$ cat config.mk
export PLATFORM = sky130hd
export DESIGN_NAME = flag_ofs_loader
export DESIGN_NICKNAME = d
export VERILOG_FILES = /design/src/rtl/flag_ofs_pkg.sv /design/src/rtl/ofs_strap_latch.sv /design/src/rtl/ofs_unit_cnt.sv /design/src/rtl/ofs_chain.sv /design/src/rtl/flag_ofs_loader.sv
export SDC_FILE = /design/constraint.sdc
export NUM_CORES = 1
export LEC_CHECK = 0
export BUFFER_PORTS_ARGS = -buffer_cell sky130_fd_sc_hd__buf_2
export CAP_MARGIN = 15
export CORE_MARGIN = 5
export CORE_UTILIZATION = 57
export DETAILED_ROUTE_END_ITERATION = 10
export PLACE_DENSITY = 0.84
export REMOVE_ABC_BUFFERS = 1
export SYNTH_ARGS = -nofsm -noshare
export SYNTH_HDL_FRONTEND = slang
export SYNTH_SLANG_ARGS = --single-unit
$ cat constraint.sdc
create_clock -name clk -period 3.2 [get_ports clk]
set_input_delay 0.16 -clock clk [delete_from_list [all_inputs] [get_ports clk]]
set_output_delay 0.16 -clock clk [all_outputs]
set_load 0.01 [all_outputs]
$ cat src/rtl/flag_ofs_pkg.sv
package flag_ofs_pkg;

    typedef enum logic [1:0] {
        ST_CFG,
        ST_SERIAL,
        ST_PARALLEL,
        ST_DONE
    } ld_state_e;

    typedef enum logic [1:0] {
        LM_PRESET,
        LM_SERIAL,
        LM_PARALLEL
    } ld_mode_e;

    localparam int PRESET_W = 11;

    function automatic ld_mode_e strap_mode(input logic [2:0] code);
        if (code <= 3'd4)      return LM_PRESET;
        else if (code == 3'd5) return LM_PARALLEL;
        else                   return LM_SERIAL;
    endfunction

    function automatic logic [PRESET_W-1:0] strap_preset(input logic [2:0] code);
        case (code)
            3'd0:    return PRESET_W'(8);
            3'd1:    return PRESET_W'(16);
            3'd2:    return PRESET_W'(64);
            3'd3:    return PRESET_W'(256);
            default: return PRESET_W'(1024);
        endcase
    endfunction

endpackage

$ cat src/rtl/ofs_strap_latch.sv
module ofs_strap_latch
    import flag_ofs_pkg::*;
(
    input  logic                clk,
    input  logic                mrst_n,
    input  logic [2:0]          strap,
    output ld_mode_e            mode_q,
    output logic [PRESET_W-1:0] preset_q
);

    // Captured on every edge while reset is held; frozen after release.
    always_ff @(posedge clk) begin
        if (!mrst_n) begin
            mode_q   <= strap_mode(strap);
            preset_q <= strap_preset(strap);
        end
    end

    // after release the method choice does not move
    a_r1_strap_frozen: assert property (@(posedge clk) disable iff (!mrst_n)
        mrst_n |=> ($stable(mode_q) && $stable(preset_q)));

endmodule

$ cat src/rtl/ofs_unit_cnt.sv
module ofs_unit_cnt #(
    parameter int CW = 6
) (
    input  logic          clk,
    input  logic          clr,
    input  logic          inc,
    input  logic [CW-1:0] limit,
    output logic          last
);

    logic [CW-1:0] cnt_q;

    always_ff @(posedge clk) begin
        if (clr)
            cnt_q <= '0;
        else if (inc && cnt_q != limit)
            cnt_q <= cnt_q + CW'(1);
    end

    assign last = (cnt_q == limit - CW'(1));

    // unit count never runs past the programmed length
    a_r6_cnt_bounded: assert property (@(posedge clk) disable iff (clr)
        cnt_q <= limit);

endmodule

$ cat src/rtl/ofs_chain.sv
module ofs_chain
    import flag_ofs_pkg::*;
#(
    parameter int W = 11,
    localparam int CHAIN_W = 4 * W
) (
    input  logic               clk,
    input  logic               mrst_n,
    input  logic               load_all,
    input  logic [W-1:0]       preset_w,
    input  logic               word_en,
    input  logic [W-1:0]       word_in,
    input  logic               bit_en,
    input  logic               bit_in,
    output logic [CHAIN_W-1:0] chain_q
);

    always_ff @(posedge clk) begin
        if (!mrst_n)
            chain_q <= '0;
        else if (load_all)
            chain_q <= {4{preset_w}};
        else if (word_en)
            chain_q <= {chain_q[CHAIN_W-W-1:0], word_in};
        else if (bit_en)
            chain_q <= {chain_q[CHAIN_W-2:0], bit_in};
    end

    // an accepted serial bit lands at the chain's LSB
    a_r4_bit_enters_lsb: assert property (@(posedge clk) disable iff (!mrst_n)
        (bit_en && !word_en && !load_all) |=> (chain_q[0] == $past(bit_in)));

    // an accepted word lands in the lowest threshold slot
    a_r7_word_enters_low: assert property (@(posedge clk) disable iff (!mrst_n)
        (word_en && !load_all) |=> (chain_q[W-1:0] == $past(word_in)));

endmodule

$ cat src/rtl/flag_ofs_loader.sv
module flag_ofs_loader
    import flag_ofs_pkg::*;
#(
    parameter int  DEPTH = 4096,
    localparam int W     = $clog2(DEPTH)
) (
    input  logic         clk,
    input  logic         mrst_n,
    input  logic         prst_n,
    input  logic         strap_hi,
    input  logic         sen_n,
    input  logic         sdat,
    input  logic         pl_we,
    input  logic [W-1:0] pl_data,
    output logic [W-1:0] ofs_ae1,
    output logic [W-1:0] ofs_af1,
    output logic [W-1:0] ofs_ae2,
    output logic [W-1:0] ofs_af2,
    output logic         done
);

    localparam int CHAIN_W = 4 * W;
    localparam int CW      = $clog2(CHAIN_W + 1);

    ld_state_e            state_q, state_d;
    ld_mode_e             mode_q;
    logic [PRESET_W-1:0]  preset_q;
    logic [CHAIN_W-1:0]   chain_q;
    logic [CW-1:0]        limit;
    logic                 last;
    logic                 bit_take, word_take, load_preset;

    ofs_strap_latch u_strap (
        .clk      (clk),
        .mrst_n   (mrst_n),
        .strap    ({strap_hi, sen_n, sdat}),
        .mode_q   (mode_q),
        .preset_q (preset_q)
    );

    assign limit = (mode_q == LM_SERIAL) ? CW'(CHAIN_W) : CW'(4);

    ofs_unit_cnt #(.CW(CW)) u_cnt (
        .clk   (clk),
        .clr   (!mrst_n),
        .inc   (bit_take || word_take),
        .limit (limit),
        .last  (last)
    );

    ofs_chain #(.W(W)) u_chain (
        .clk      (clk),
        .mrst_n   (mrst_n),
        .load_all (load_preset),
        .preset_w (W'(preset_q)),
        .word_en  (word_take),
        .word_in  (pl_data),
        .bit_en   (bit_take),
        .bit_in   (sdat),
        .chain_q  (chain_q)
    );

    // State register
    always_ff @(posedge clk) begin
        if (!mrst_n)
            state_q <= ST_CFG;
        else
            state_q <= state_d;
    end

    // Next state
    always_comb begin
        state_d = state_q;
        unique case (state_q)
            ST_CFG: begin
                unique case (mode_q)
                    LM_PRESET:   state_d = ST_DONE;
                    LM_SERIAL:   state_d = ST_SERIAL;
                    LM_PARALLEL: state_d = ST_PARALLEL;
                    default:     state_d = ST_CFG;
                endcase
            end
            ST_SERIAL:   if (bit_take && last)  state_d = ST_DONE;
            ST_PARALLEL: if (word_take && last) state_d = ST_DONE;
            ST_DONE:     state_d = ST_DONE;
            default:     state_d = ST_CFG;
        endcase
    end

    // Outputs and datapath strobes
    always_comb begin
        bit_take    = (state_q == ST_SERIAL)   && !sen_n;
        word_take   = (state_q == ST_PARALLEL) && pl_we;
        load_preset = (state_q == ST_CFG)      && (mode_q == LM_PRESET);
        done        = (state_q == ST_DONE);
    end

    assign ofs_ae1 = chain_q[4*W-1 -: W];
    assign ofs_af1 = chain_q[3*W-1 -: W];
    assign ofs_ae2 = chain_q[2*W-1 -: W];
    assign ofs_af2 = chain_q[W-1:0];

    // done is sticky until master reset
    a_r8_done_sticky: assert property (@(posedge clk) disable iff (!mrst_n)
        done |=> done);

    // thresholds frozen once programming completes
    a_r8_ofs_frozen: assert property (@(posedge clk) disable iff (!mrst_n)
        done |=> $stable(chain_q));

    // partial reset leaves completed thresholds alone
    a_r9_prst_ignored: assert property (@(posedge clk) disable iff (!mrst_n)
        (done && !prst_n) |=> ($stable(ofs_ae1) && $stable(ofs_af2) && done));

    // a preset method completes in one edge with four equal thresholds
    a_r2_preset_fill: assert property (@(posedge clk) disable iff (!mrst_n)
        (state_q == ST_CFG && mode_q == LM_PRESET) |=>
            (done && ofs_ae1 == ofs_af1 && ofs_ae2 == ofs_af2 && ofs_ae1 == ofs_af2));

    // nothing is complete while reset is held
    a_r1_reset_idle: assert property (@(posedge clk)
        !mrst_n |=> (!mrst_n || !done));

endmodule

==> metrics.csv <==
stage,metric,value,unit
route,1st-pass router iterations,6,
clocking,post-CTS sizing,0,
die,core area,0.00482,mm²
critical_path,CP peak stage delay,0.87,ns
placement,dpl ws,1.11,ns
synthesis,Ys Warns,0,
placement,# port buffers,66,
critical_path,"CP delay by family, top",simple AND/OR/NAND/NOR gates,
worst_hold_path,Hold Crit Class,in2reg,
sta,final setup fails,0,
critical_path,critical path arrival,2.44,ns
critical_path,CP cell instances,"and3b_1, o2111ai_1, a311o_1, a21oi_1",
critical_path,Register-to-Register Path Depth,4,
clocking,clock latency on the worst-skew pair,0.34,ns
sta,final hold slack,0.0614,ns
critical_path,reg2reg start,state_q[1],
die,Die Wd,81.1,µm
clocking,root buf cell,clkbuf_8,
clocking,clock slew at reported path FFs,0.07,ns
critical_path,Worst Path Required,3.46,ns
synthesis,Mapped Area,0.00288,mm²
route,DR vias/cell,6.07,
sta,f_max,460,MHz
finish,"commonest cells after routing, fill and taps aside","buf_2 (66), nor2_1 (57), dfxtp_1 (56)",
power,worst vdd ir,0.278,mV
finish,"most common cell after layout, fill and taps aside",buf_2,
clocking,Max clock buf depth,2,
power,LEAKAGE,1.47,nW
synthesis,post-synthesis sequential area ratio,0.462,
clocking,setup repair bufs after CTS,0,
worst_hold_path,"Endpoint, Worst Hold",u_chain.chain_q[1],
finish,"Net count, final",380,
clocking,TritonCTS clock tree,built,
sta,Slew headroom,0.359,
finish,Antenna diodes,0,
clocking,htree depth,3,
global_routing,GRT Overall Usage,0.225,
outcome,status,"finished, final reports clean",
placement,post-detail-place hpwl,4.50,mm
route,average wire per standard cell,15.9,µm
synthesis,"Distinct cells, synth",39,
sta,Fin. Hold Viols,0,
critical_path,CP bufs+invs,0,
placement,RePlAce Congestion,0.803,
global_routing,initial antenna violation count,0,
clocking,Clock Sinks,63,
die,Initial Util,0.598,
route,DR vias,2616,
critical_path,crit path kind,reg2reg,
critical_path,R2R Path End,u_cnt.cnt_q[3],
run,max-cap viol count,0,
power,Pwr per Cell Area,537,mW/mm²
global_routing,total gr overflow,0,
die,I/O Pins,68,
synthesis,Syn Area/Cell,9.51,µm²
die,Row Count,25,
sta,Clock Skews,0.00885,ns
route,Detail Route Antenna Nets,0,
critical_path,Max Fanout on Critical Path,23,
sta,Fin Setup TNS,0,ns
synthesis,number of synthesized register bits,63,
global_routing,vias in the first global route,2420,
sta,fin crit share,0.680,
global_routing,first-pass GRT wire length,11.6,mm
critical_path,r2r setup slk,1.03,ns
worst_hold_path,Hold Path Cell Cnt,3,
route,Detailed Route WL,6.84,mm
sta,final setup margin,1.03,ns
global_routing,largest net degree at the start of global routing,42,
critical_path,crit start category,register,
finish,layout cells sized above 1,0.255,
die,die area,0.00658,mm²
clocking,Num CTS Buffers,9,
critical_path,CP endpoint kind,register,
finish,"Core Util, Final",0.704,
clocking,Post-CTS Hold Fix Bufs,0,
worst_hold_path,Hold Startpoint,pl_data[1],
route,initial drt markers,311,
synthesis,Cells after Synth,303,
sta,RSZ-0062 raised after global routing,no,
finish,"Area growth, synth to finish",17.7,%
critical_path,slowest cell on the critical path,and3b_1,
sta,Worst Tran Pin Value,0.962,ns
sta,Period minus WS final,2.17,ns
sta,Pins Over Slew Limit,0,
route,final routed DRC violation total,0,
die,Die Y-Extent,81.1,µm
stage by stage:
step                      total power (W)  instances  cell area (µm²)
after floorplan                   0.00106        276             2720
after global placement            0.00115        414             3190
after detailed placement          0.00116        414             3190
after CTS                         0.00183        430             3380
after global routing              0.00191        431             3390
final                             0.00182        431             3390
final cells by class:
cell class / instances / area (µm²)
fillers: 400 / 1430
flip-flops and latches: 63 / 1330
clock buffers: 12 / 145
repair buffers: 72 / 395
inverters: 4 / 15.0
clock inverters: 4 / 45.0
multi-input cells: 209 / 1380
well taps: 67 / 83.8
cells in the mapped netlist, drive strengths merged:
cell      n  area [µm²]
a211o     1        8.76
a211oi   24         200
a21oi     3        15.0
a221oi    1        8.76
a222oi   23         230
a311o     1        10.0
a32o      1        10.0
and2      4        25.0
and2b     3        22.5
and3      2        12.5
and3b     2        17.5
buf      21         136
clkbuf    6        22.5
dfxtp    56        1120
edfxtp    7         210
ha        2        25.0
inv       4        15.0
mux2i     7        70.1
nand2    13        48.8
nand2b    6        37.5
nand3     1        5.00
nor2     57         214
nor2b    19         119
nor3      2        10.0
nor3b     3        33.8
nor4      1        6.26
o2111ai   3        26.3
o21ai     6        30.0
o31ai    21         163
or4b      1        10.0
xor2      2        17.5
worst max path at each step:
stage | start | endpoint | depth (start not counted)
floorplan | state_q[0] | u_cnt.cnt_q[3] | 4
global placement | state_q[1] | u_cnt.cnt_q[3] | 4
detailed placement | state_q[1] | u_cnt.cnt_q[3] | 4
CTS | state_q[1] | u_cnt.cnt_q[3] | 4
global route | state_q[1] | u_cnt.cnt_q[3] | 4
finish | state_q[1] | u_cnt.cnt_q[3] | 4
sequential cells by signal, summed over array words and instances, names as in the netlist:
| register | count |
|---|---|
| u_strap.preset_q | 5 |
| u_cnt.cnt_q | 6 |
| u_strap.mode_q | 2 |
| state_q | 2 |
| u_chain.chain_q | 48 |
cells by family (layout without fill, tap and decap cells):
kind of cell,count (synthesis),count (layout),share of synthesized area
compound gates,84,84,0.244
xor+xnor,2,2,0.00608
fa+ha+maj,2,2,0.00868
buf+inv,31,92,0.0604
flops,63,63,0.462
mux,7,7,0.0243
simple gates,114,114,0.195
where the power goes:
part	total (W)	switching, W	internal, W
Clock	0.000674	0.000296	0.000378
Sequential	0.000893	0.0000480	0.000845
Combinational	0.000255	0.000148	0.000107
tightest hold or removal path: stages:
cell	delay, ns
buf_2	0.07
a222oi_1	0.05
nor2_1	0.08
metal layers:
| metal | wire length, µm | GRT usage | vias up |
|---|---|---|---|
| li1 | - | - | 1252 |
| met1 | 3110 | 0.311 | 1231 |
| met2 | 3120 | 0.343 | 123 |
| met3 | 485 | 0.0377 | 10 |
| met4 | 116 | 0.106 | 0 |
| met5 | 0 | 0 | - |
Note: power is estimated with default switching activity, not from simulation.
